[src/rtl/irqc_pkg.sv]
package irqc_pkg;
    localparam int NUM_SRC = 5;
    localparam int REG_W   = 16;
    localparam int CLR_LSB = 8;
    localparam int EN_LSB  = 0;

    typedef logic [NUM_SRC-1:0] src_vec_t;

    typedef struct packed {
        src_vec_t pend;
    } pend_state_t;

    typedef struct packed {
        src_vec_t en;
    } en_state_t;
endpackage

[src/rtl/irqc_pend_bank.sv]
module irqc_pend_bank
    import irqc_pkg::*;
(
    input  logic     clk,
    input  logic     rst_n,
    input  src_vec_t set_i,
    input  src_vec_t clr_i,
    output src_vec_t pend_o
);
    pend_state_t st_d, st_q;

    always_comb begin
        st_d = st_q;
        for (int i = 0; i < NUM_SRC; i++) begin
            if (set_i[i])
                st_d.pend[i] = 1'b1;
            else if (clr_i[i])
                st_d.pend[i] = 1'b0;
        end
    end

    always_ff @(posedge clk or negedge rst_n) begin
        if (!rst_n) st_q <= '0;
        else        st_q <= st_d;
    end

    assign pend_o = st_q.pend;

    for (genvar g = 0; g < NUM_SRC; g++) begin : g_chk
        p_set_wins_r3: assert property (@(posedge clk) disable iff (!rst_n)
            set_i[g] |=> pend_o[g]);
        p_clear_r2: assert property (@(posedge clk) disable iff (!rst_n)
            (clr_i[g] && !set_i[g]) |=> !pend_o[g]);
        p_hold_r8: assert property (@(posedge clk) disable iff (!rst_n)
            (!clr_i[g] && !set_i[g]) |=> $stable(pend_o[g]));
    end
endmodule

[src/rtl/irqc_enable_reg.sv]
module irqc_enable_reg
    import irqc_pkg::*;
(
    input  logic     clk,
    input  logic     rst_n,
    input  logic     load_i,
    input  src_vec_t val_i,
    output src_vec_t en_o
);
    en_state_t st_d, st_q;

    always_comb begin
        st_d = st_q;
        if (load_i) st_d.en = val_i;
    end

    always_ff @(posedge clk or negedge rst_n) begin
        if (!rst_n) st_q <= '0;
        else        st_q <= st_d;
    end

    assign en_o = st_q.en;

    p_enable_load_r1: assert property (@(posedge clk) disable iff (!rst_n)
        load_i |=> (en_o == $past(val_i)));
    p_enable_hold_r1: assert property (@(posedge clk) disable iff (!rst_n)
        !load_i |=> $stable(en_o));
endmodule

[src/rtl/irqc_host_port.sv]
module irqc_host_port
    import irqc_pkg::*;
#(
    parameter int DATA_W  = REG_W,
    parameter int CLR_POS = CLR_LSB,
    parameter int EN_POS  = EN_LSB
) (
    input  logic              wr_i,
    input  logic [DATA_W-1:0] wdata_i,
    input  src_vec_t          pend_i,
    output logic              en_load_o,
    output src_vec_t          en_val_o,
    output src_vec_t          clr_o,
    output logic [DATA_W-1:0] rdata_o
);
    localparam int RD_PAD = DATA_W - NUM_SRC;

    always_comb begin
        en_load_o = wr_i;
        en_val_o  = wdata_i[EN_POS +: NUM_SRC];
        clr_o     = wr_i ? wdata_i[CLR_POS +: NUM_SRC] : '0;
        rdata_o   = {{RD_PAD{1'b0}}, pend_i};
    end

    always_comb begin
        p_zero_bits_r6: assert (rdata_o[DATA_W-1:NUM_SRC] == '0);
    end
endmodule

[src/rtl/irqc_split_reg.sv]
module irqc_split_reg
    import irqc_pkg::*;
#(
    parameter int DATA_W = REG_W
) (
    input  logic              clk,
    input  logic              rst_n,
    input  logic              host_wr,
    input  logic [DATA_W-1:0] host_wdata,
    output logic [DATA_W-1:0] host_rdata,
    input  logic [NUM_SRC-1:0] src_pulse,
    output logic              host_irq
);
    src_vec_t pend, en, en_val, clr;
    logic     en_load;

    irqc_host_port #(.DATA_W(DATA_W)) u_port (
        .wr_i      (host_wr),
        .wdata_i   (host_wdata),
        .pend_i    (pend),
        .en_load_o (en_load),
        .en_val_o  (en_val),
        .clr_o     (clr),
        .rdata_o   (host_rdata)
    );

    irqc_enable_reg u_en (
        .clk    (clk),
        .rst_n  (rst_n),
        .load_i (en_load),
        .val_i  (en_val),
        .en_o   (en)
    );

    irqc_pend_bank u_pend (
        .clk    (clk),
        .rst_n  (rst_n),
        .set_i  (src_pulse),
        .clr_i  (clr),
        .pend_o (pend)
    );

    assign host_irq = |(pend & en);

    p_irq_needs_pending_r5: assert property (@(posedge clk) disable iff (!rst_n)
        host_irq |-> (host_rdata[NUM_SRC-1:0] != '0));
    p_pulse_raises_irq_r5: assert property (@(posedge clk) disable iff (!rst_n)
        (src_pulse[0] && en[0] && !host_wr) |=> host_irq);
endmodule

[config.mk]
export PLATFORM = sky130hd
export DESIGN_NAME = irqc_split_reg
export DESIGN_NICKNAME = d
export VERILOG_FILES = /design/src/rtl/irqc_pkg.sv /design/src/rtl/irqc_pend_bank.sv /design/src/rtl/irqc_enable_reg.sv /design/src/rtl/irqc_host_port.sv /design/src/rtl/irqc_split_reg.sv
export SDC_FILE = /design/constraint.sdc
export NUM_CORES = 1
export LEC_CHECK = 0
export CAP_MARGIN = 10
export CORE_MARGIN = 1
export CORE_UTILIZATION = 33
export CTS_BUF_LIST = sky130_fd_sc_hd__clkbuf_4 sky130_fd_sc_hd__clkbuf_8 sky130_fd_sc_hd__clkbuf_16
export DETAILED_ROUTE_END_ITERATION = 7
export PLACE_DENSITY = 0.82
export SLEW_MARGIN = 20
export SYNTH_ARGS = -nofsm -noshare
export SYNTH_HDL_FRONTEND = slang
export SYNTH_HIERARCHICAL = 1
export SYNTH_SLANG_ARGS = --single-unit
[constraint.sdc]
create_clock -name clk -period 1 [get_ports clk]
set_input_delay 0.2 -clock clk [delete_from_list [all_inputs] [get_ports clk]]
set_output_delay 0.2 -clock clk [all_outputs]
set_load 0.005 [all_outputs]
======== Word level (Yosys, flattened, before mapping) ========
Index checks and enable logic that the tools add are counted.
cells by class
  muxes and demuxes ....................... 11
  reduce and logical (&&, ||, !) cells .... 6
  bitwise gates (word level) .............. 1
operators by type and width
  kind                count
  $mux W1             10
  $reduce_bool A2 Y1  5
  $and A5 B5 Y5       1
  $mux W5             1
  $reduce_or A5 Y1    1
storage, ports and cells
  output and inout port bits .............. 17
  word-level logic and storage cells ...... 24
  input port bits ......................... 24
  flip-flop bits (word level) ............. 10

======== Depth between registers and ports, before layout ========
Gate-level depths: netlist of run 1.
  depth in word-level cells ............... 3
  gate-level depth with buffers ........... 3
  mapped depth without buffers ............ 3

======== Hierarchy ========
Netlist of run 1, hierarchy kept.
modules (own cells, without submodules)
  module           instances  sequential area each (um2)  area an instance (um2)  cells an instance
  irqc_host_port   1          0.0                         200.2                   28
  irqc_enable_reg  1          125.1                       181.4                   10
  irqc_pend_bank   1          125.1                       181.4                   15
  irqc_split_reg   1          0.0                         21.3                    3

======== Worst setup path after synthesis of run 1 ========
OpenSTA, ideal clock, no wires.
  path kind ............................... register -> output
  from .................................... register u_pend.st_q (netlist bit u_pend/pend_o[0])
  to ...................................... output host_irq
  arrival time ............................ 774 ps
  stages on the path, launching flop included .. 3
  data required time ...................... 800 ps
  buffers on the path ..................... 0
  slack ................................... 26 ps
  path through ............................ dfrtp_1 > a222oi_1 > nand2_1
between the ends
  word-level cells in the longest chain between the ends .. 2
RTL lines
  what                    line                  source
  start, declared         irqc_pend_bank.sv:10  pend_state_t st_d, st_q;
  start signal, assigned  irqc_pend_bank.sv:24  else st_q <= st_d;
  $and A5 B5 Y5           irqc_split_reg.sv:43  assign host_irq = |(pend & en);
  $reduce_or A5 Y1        irqc_split_reg.sv:43
  end, declared           irqc_split_reg.sv:12  output logic host_irq
No other way between the ends.

======== Final worst setup path of run 1 ========
Ends and elaborated chain as after synthesis.

==> impl_metrics.toml, run 1 <==
[power]
p_switching_mw = 0.220
vdd_ir_drop_max_mv = 0.725
pwr-share-comb_pct = 21.7
switching_share_pct = 21.3
p_leak_nw = 0.398
p_per_area_nw_per_um2 = 1240
pwr-share-seq_pct = 44.1
fin_total_pwr_mw = 1.04
internal-power_mw = 0.815
power_frac_clock_pct = 34.2

[critical_path]
r2r_slack_ps = 100
slowest_delay_ps = 390
rr_worst_depth = 3
crit_path_top_delay_cell = "dfrtp_1"
rr_endpoint = "u_pend/pend_o[0]"
critical_path.max_fanout = 2
r2r_start = "u_pend/pend_o[0]"
end_kind = "output pin"
critPathKind = "reg2out"
crit_chain = "a222oi_1, nand2_1, buf_2"
worst_ep_arrival_time_ps = 1210
required_ps = 800
critPathLaunchType = "flop"

[cells_and_area]
nets = 106
diodes = 0
area_growth_pct = 43.0
final_cells = 97
drive_above_1_share_pct = 30.9
num-fill-cells = 143

[timing]
hold_viol_final = 0
min_period_ps = 1410
skew_ps = 0
fin_crit_sh_pct = 141
slew_viol_final = 0
rsz0062_at_grt = "true"
clock.fmax_mhz = 711
setup_ws_ps = -407
final-setup-viol-count = 6
tns_ps = -861

[clock_tree]
cts.path.max_buffers = 2
clk_pin_slew_ps = 70
cts-htree-levels = 1
cts_tree = "done"
root_buffer = "clkbuf_4"
clock_latency_ps = 260
cts_sinks = 10
cts_buffers = 3
hold_buffers = 0

[yosys]
synth_cell_type_count = 10
yosys_warnings = 6
syn_inst = 56
syn-cell-area_um2 = 584
synth_seq_cells = 10
synth_sequential_area_ratio_pct = 42.8
avgSynthCellArea_um2 = 10.4

[route]
drc = 0
vias = 391
ant_nets = 0
wl_per_cell_um = 9.94
avgViaCountPerCell = 4.03
drt_iter0_markers = 6
routed_wl_um = 964
firstDrtPassIters = 6

[place]
dp_hpwl_um = 738
place_congestion = 0.664
io_buffers = 23
place_inst = 89

[job]
maxCapViolCount = 0

[global_routing]
antenna_found_initial = 0
overflow = 0
grt_pass1_vias = 398
grt_pass1_wl_um = 1600
grt_usage_pct = 11.1
grt_max_degree = 11

[die]
dieWidth_um = 44.1
rows = 14
die_area_um2 = 1940
die_h_um = 44.1
core_um2 = 1580
initial_core_util_pct = 37.1
pin_count = 41

[min_path]
hp-class = "in2async"

[status]
outcome = "finished, violations left"
violations = "negative setup slack"
==> state kept, by name, indices dropped and copies added, names as in the netlist <==
register       flops
u_en/en_o          5
u_pend/pend_o      5
==> worst max-delay path by stage <==
| stage | startpoint | end | slack, ps |
|---|---|---|---|
| finish | u_pend/pend_o[0] | host_irq | -410 |
| global route | u_pend/pend_o[0] | host_irq | -510 |
| CTS | u_en/en_o[0] | host_irq | -420 |
| detailed placement | u_pend/pend_o[0] | host_irq | -470 |
| global placement | u_pend/pend_o[0] | host_irq | -450 |
| floorplan | u_pend/pend_o[0] | host_irq | 30 |
==> worst max-delay path: cells and delay by family (launching register included) <==
kind	cells	cell delay, ps
simple gates	1	80
compound gates	1	350
flops	1	390
buf+inv	1	130
==> synthesized netlist by cell type, drive strengths merged <==
| cell type | n | share of area (%) |
|---|---|---|
| a21o | 5 | 6.4 |
| buf | 22 | 28 |
| nand2 | 1 | 0.64 |
| and2 | 5 | 5.4 |
| mux2 | 5 | 9.6 |
| inv | 5 | 3.2 |
| a222oi | 1 | 1.7 |
| dfrtp | 10 | 43 |
| conb | 1 | 0.64 |
| a22oi | 1 | 1.3 |
==> cell type report <==
cell class / count / area, um^2 / share of cell area, %
inverter: 5 / 18.8 / 2.25
multi-input combinational: 29 / 188 / 22.5
clock buffer: 4 / 36.3 / 4.34
timing repair buffer: 33 / 323 / 38.6
sequential: 10 / 250 / 29.9
tap: 16 / 20.0 / 2.40
==> cells by family (layout without fill, tap and decap cells) <==
kind of cell	count (synthesis)	after routing	share of synthesized area, %
AOI/OAI and AO/OA	7	7	9.42
buffers and inverters	27	42	31.5
DFF	10	10	42.8
muxes	5	5	9.64
other	1	11	0.642
and+or+nand+nor	6	6	6.00
==> power groups by stage <==
stage / Sequential (mW) / Clock [mW] / Combinational [mW]
2_1_floorplan: 0.461 / 0 / 0.131
3_3_place_gp: 0.461 / 0 / 0.202
3_5_place_dp: 0.463 / 0 / 0.204
4_1_cts: 0.457 / 0.365 / 0.216
5_1_grt: 0.462 / 0.391 / 0.248
6_report: 0.457 / 0.354 / 0.224
==> placed cells by master, fill, tap and decap left out <==
cell type,instances
a222oi_1,1
clkbuf_4,3
dfrtp_1,10
clkdlybuf4s50_1,16
inv_1,5
clkbuf_2,1
buf_6,10
buf_4,3
a21o_1,5
buf_2,2
clkbuf_8,1
and2_1,5
dlymetal6s2s_1,1
conb_1,11
a22oi_1,1
nand2_1,1
mux2_2,5
==> per-stage QoR <==
stage               hold slack (ps)  util [%]  setup slack [ps]  cell area [um^2]
floorplan                     -95.6         -              26.3               622
global placement                489      47.7              -452               752
detailed placement              501      47.7              -472               752
CTS                             260      51.7              -425               815
global route                    267      53.0              -514               836
finish                          251      53.0              -407               836
==> layer usage <==
metal / up-vias / track usage (%) / wire [um]
li1: 194 / - / -
met1: 173 / 14.2 / 391
met2: 24 / 17.1 / 494
met3: 0 / 4.49 / 77
met4: 0 / 3.64 / 0
met5: - / 0 / 0
==> repair_timing <==
| action | in CTS | in global routing |
|---|---|---|
| endpoints found under the setup margin | 11 | 15 |
| pin swaps | 2 | 2 |
| resized for setup | 31 | 4 |
| cloned | 0 | 1 |
| buffers inserted | 1 | 3 |
Power figures use the tool's default switching activity.
==> run 2, diff against run 1 <==
- clock period: 1 -> 1.3 ns (I/O delays scaled with it)
==> run 2 against run 1 <==
Sequential power is 23% lower. First-iteration DRC count increased by 17%. The flow finishes with violations (design-rule violations, negative setup slack). Cell count decreased by 1.0%. Critical path type unchanged. Hold slack improved by 74 ps. Clock power down 44%. Critical endpoint unchanged. Cell area is 4.6% lower. Critical path depth stayed put. Worst setup slack better by 210 ps. Largest cell class unchanged.
==> impl_metrics.toml, run 2 (synthesis results as in run 1) <==
[timing]
clock.fmax_mhz = 668
fin_crit_sh_pct = 115
hold_viol_final = 0
tns_ps = -198
setup_ws_ps = -198
final-setup-viol-count = 1
rsz0062_at_grt = "true"
min_period_ps = 1500
skew_ps = 0
slew_viol_final = 0

[place]
dp_hpwl_um = 780
place_inst = 89
place_congestion = 0.646
io_buffers = 23

[cells_and_area]
layout_commonest_cell = "clkdlybuf4s50_1"
area_growth_pct = 36.4
layout_common_cells = "17 x clkdlybuf4s50_1, 11 x conb_1, 10 x buf_4, 10 x dfrtp_1"
register_area_um2 = 250
nets = 106
final_cells = 96
utilization_pct = 50.6
drive_above_1_share_pct = 27.5
multi_input_area_um2 = 188
diodes = 0
num-fill-cells = 168

[route]
routed_wl_um = 978
firstDrtPassIters = 6
avgViaCountPerCell = 4.23
wl_per_cell_um = 10.2
vias = 406
drt_iter0_markers = 7
ant_nets = 0
drc = 3

[power]
fin_total_pwr_mw = 0.717
p_leak_nw = 0.370
power_frac_clock_pct = 27.9
switching_share_pct = 22.4
internal-power_mw = 0.557
p_per_area_nw_per_um2 = 900
p_switching_mw = 0.161
vdd_ir_drop_max_mv = 0.462
pwr-share-seq_pct = 48.9
pwr-share-comb_pct = 23.2

[critical_path]
r2r_start = "u_pend/pend_o[3]"
worst_ep_arrival_time_ps = 1240
rr_endpoint = "u_pend/pend_o[3]"
critPathKind = "reg2out"
r2r_slack_ps = 370
critical_path.max_fanout = 2
end_kind = "output pin"
critPathLaunchType = "flop"
rr_worst_depth = 3
required_ps = 1040

[clock_tree]
cts.path.max_buffers = 2
cts_sinks = 10
cts-htree-levels = 1
hold_buffers = 0
clk_pin_slew_ps = 60
clock_latency_ps = 250
cts_tree = "done"
cts_buffers = 3
root_buffer = "clkbuf_4"

[global_routing]
overflow = 0
antenna_found_initial = 0
grt_max_degree = 11
grt_usage_pct = 11.7
grt_pass1_wl_um = 1670
grt_pass1_vias = 375

[job]
maxCapViolCount = 0

[die]
die_h_um = 44.1
dieWidth_um = 44.1
die_area_um2 = 1940
pin_count = 41
rows = 14
core_um2 = 1580
initial_core_util_pct = 37.1

[status]
violations = "design-rule violations, negative setup slack"
outcome = "finished, violations left"

[min_path]
hp-class = "in2async"
[run 2: cell count changes in the layout (fill, tap and decap cells not counted)]
cell,before,now
clkbuf_8,1,0
buf_4,3,10
clkdlybuf4s15_1,0,2
buf_2,2,1
buf_6,10,2
dlymetal6s2s_1,1,0
clkdlybuf4s50_1,16,17
[run 2: power by group through the flow]
stage	logic (mW)	registers [mW]	clock network, mW
after floorplan	0.100	0.354	0
after global placement	0.154	0.355	0
after detailed placement	0.158	0.357	0
after CTS	0.159	0.351	0.209
after global routing	0.184	0.354	0.235
final	0.166	0.351	0.200
[run 2: critical path: stages, from the launching register on]
cell and delay (ps):
dfrtp_1 380, a222oi_1 370, nand2_1 100, buf_2 140
[run 2: routing by layer]
| metal | routed length [um] | GRT usage, % | vias to the layer above |
|---|---|---|---|
| met1 | 411 | 16.4 | 188 |
| met3 | 81 | 3.27 | 0 |
| met5 | 0 | 0 | - |
| met2 | 485 | 17.6 | 22 |
| li1 | - | - | 196 |
| met4 | 0 | 3.64 | 0 |
[run 2: how the worst max path moves through the flow]
stage                           from       end  slack (ps)  cells after the start
finish              u_pend/pend_o[0]  host_irq        -200                      3
global route        u_pend/pend_o[0]  host_irq        -260                      3
CTS                     u_en/en_o[0]  host_irq        -220                      3
detailed placement  u_pend/pend_o[0]  host_irq        -250                      3
global placement    u_pend/pend_o[0]  host_irq        -230                      3
floorplan           u_pend/pend_o[0]  host_irq         270                      2
[run 2: final cells by class]
type	count	area share, %
multi-input cells	29	23.5
flip-flops and latches	10	31.4
clock buffers	3	2.83
repair buffers	33	37.4
inverters	5	2.35
well taps	16	2.51
[run 2: through the flow]
step	instance area, um^2	setup slack [ps]	hold WS (ps)
final	797	-198	325
after detailed placement	752	-250	501
after floorplan	622	266	-35.6
after global routing	797	-262	351
after global placement	752	-229	493
after CTS	782	-220	328
[run 2: timing repair]
| action | in CTS | in global routing |
|---|---|---|
| hold endpoints to repair | 0 | 0 |
| pin swaps | 2 | 2 |
| buffers inserted | 3 | 2 |
| resized for setup | 12 | 8 |
| endpoints found under the setup margin | 6 | 6 |
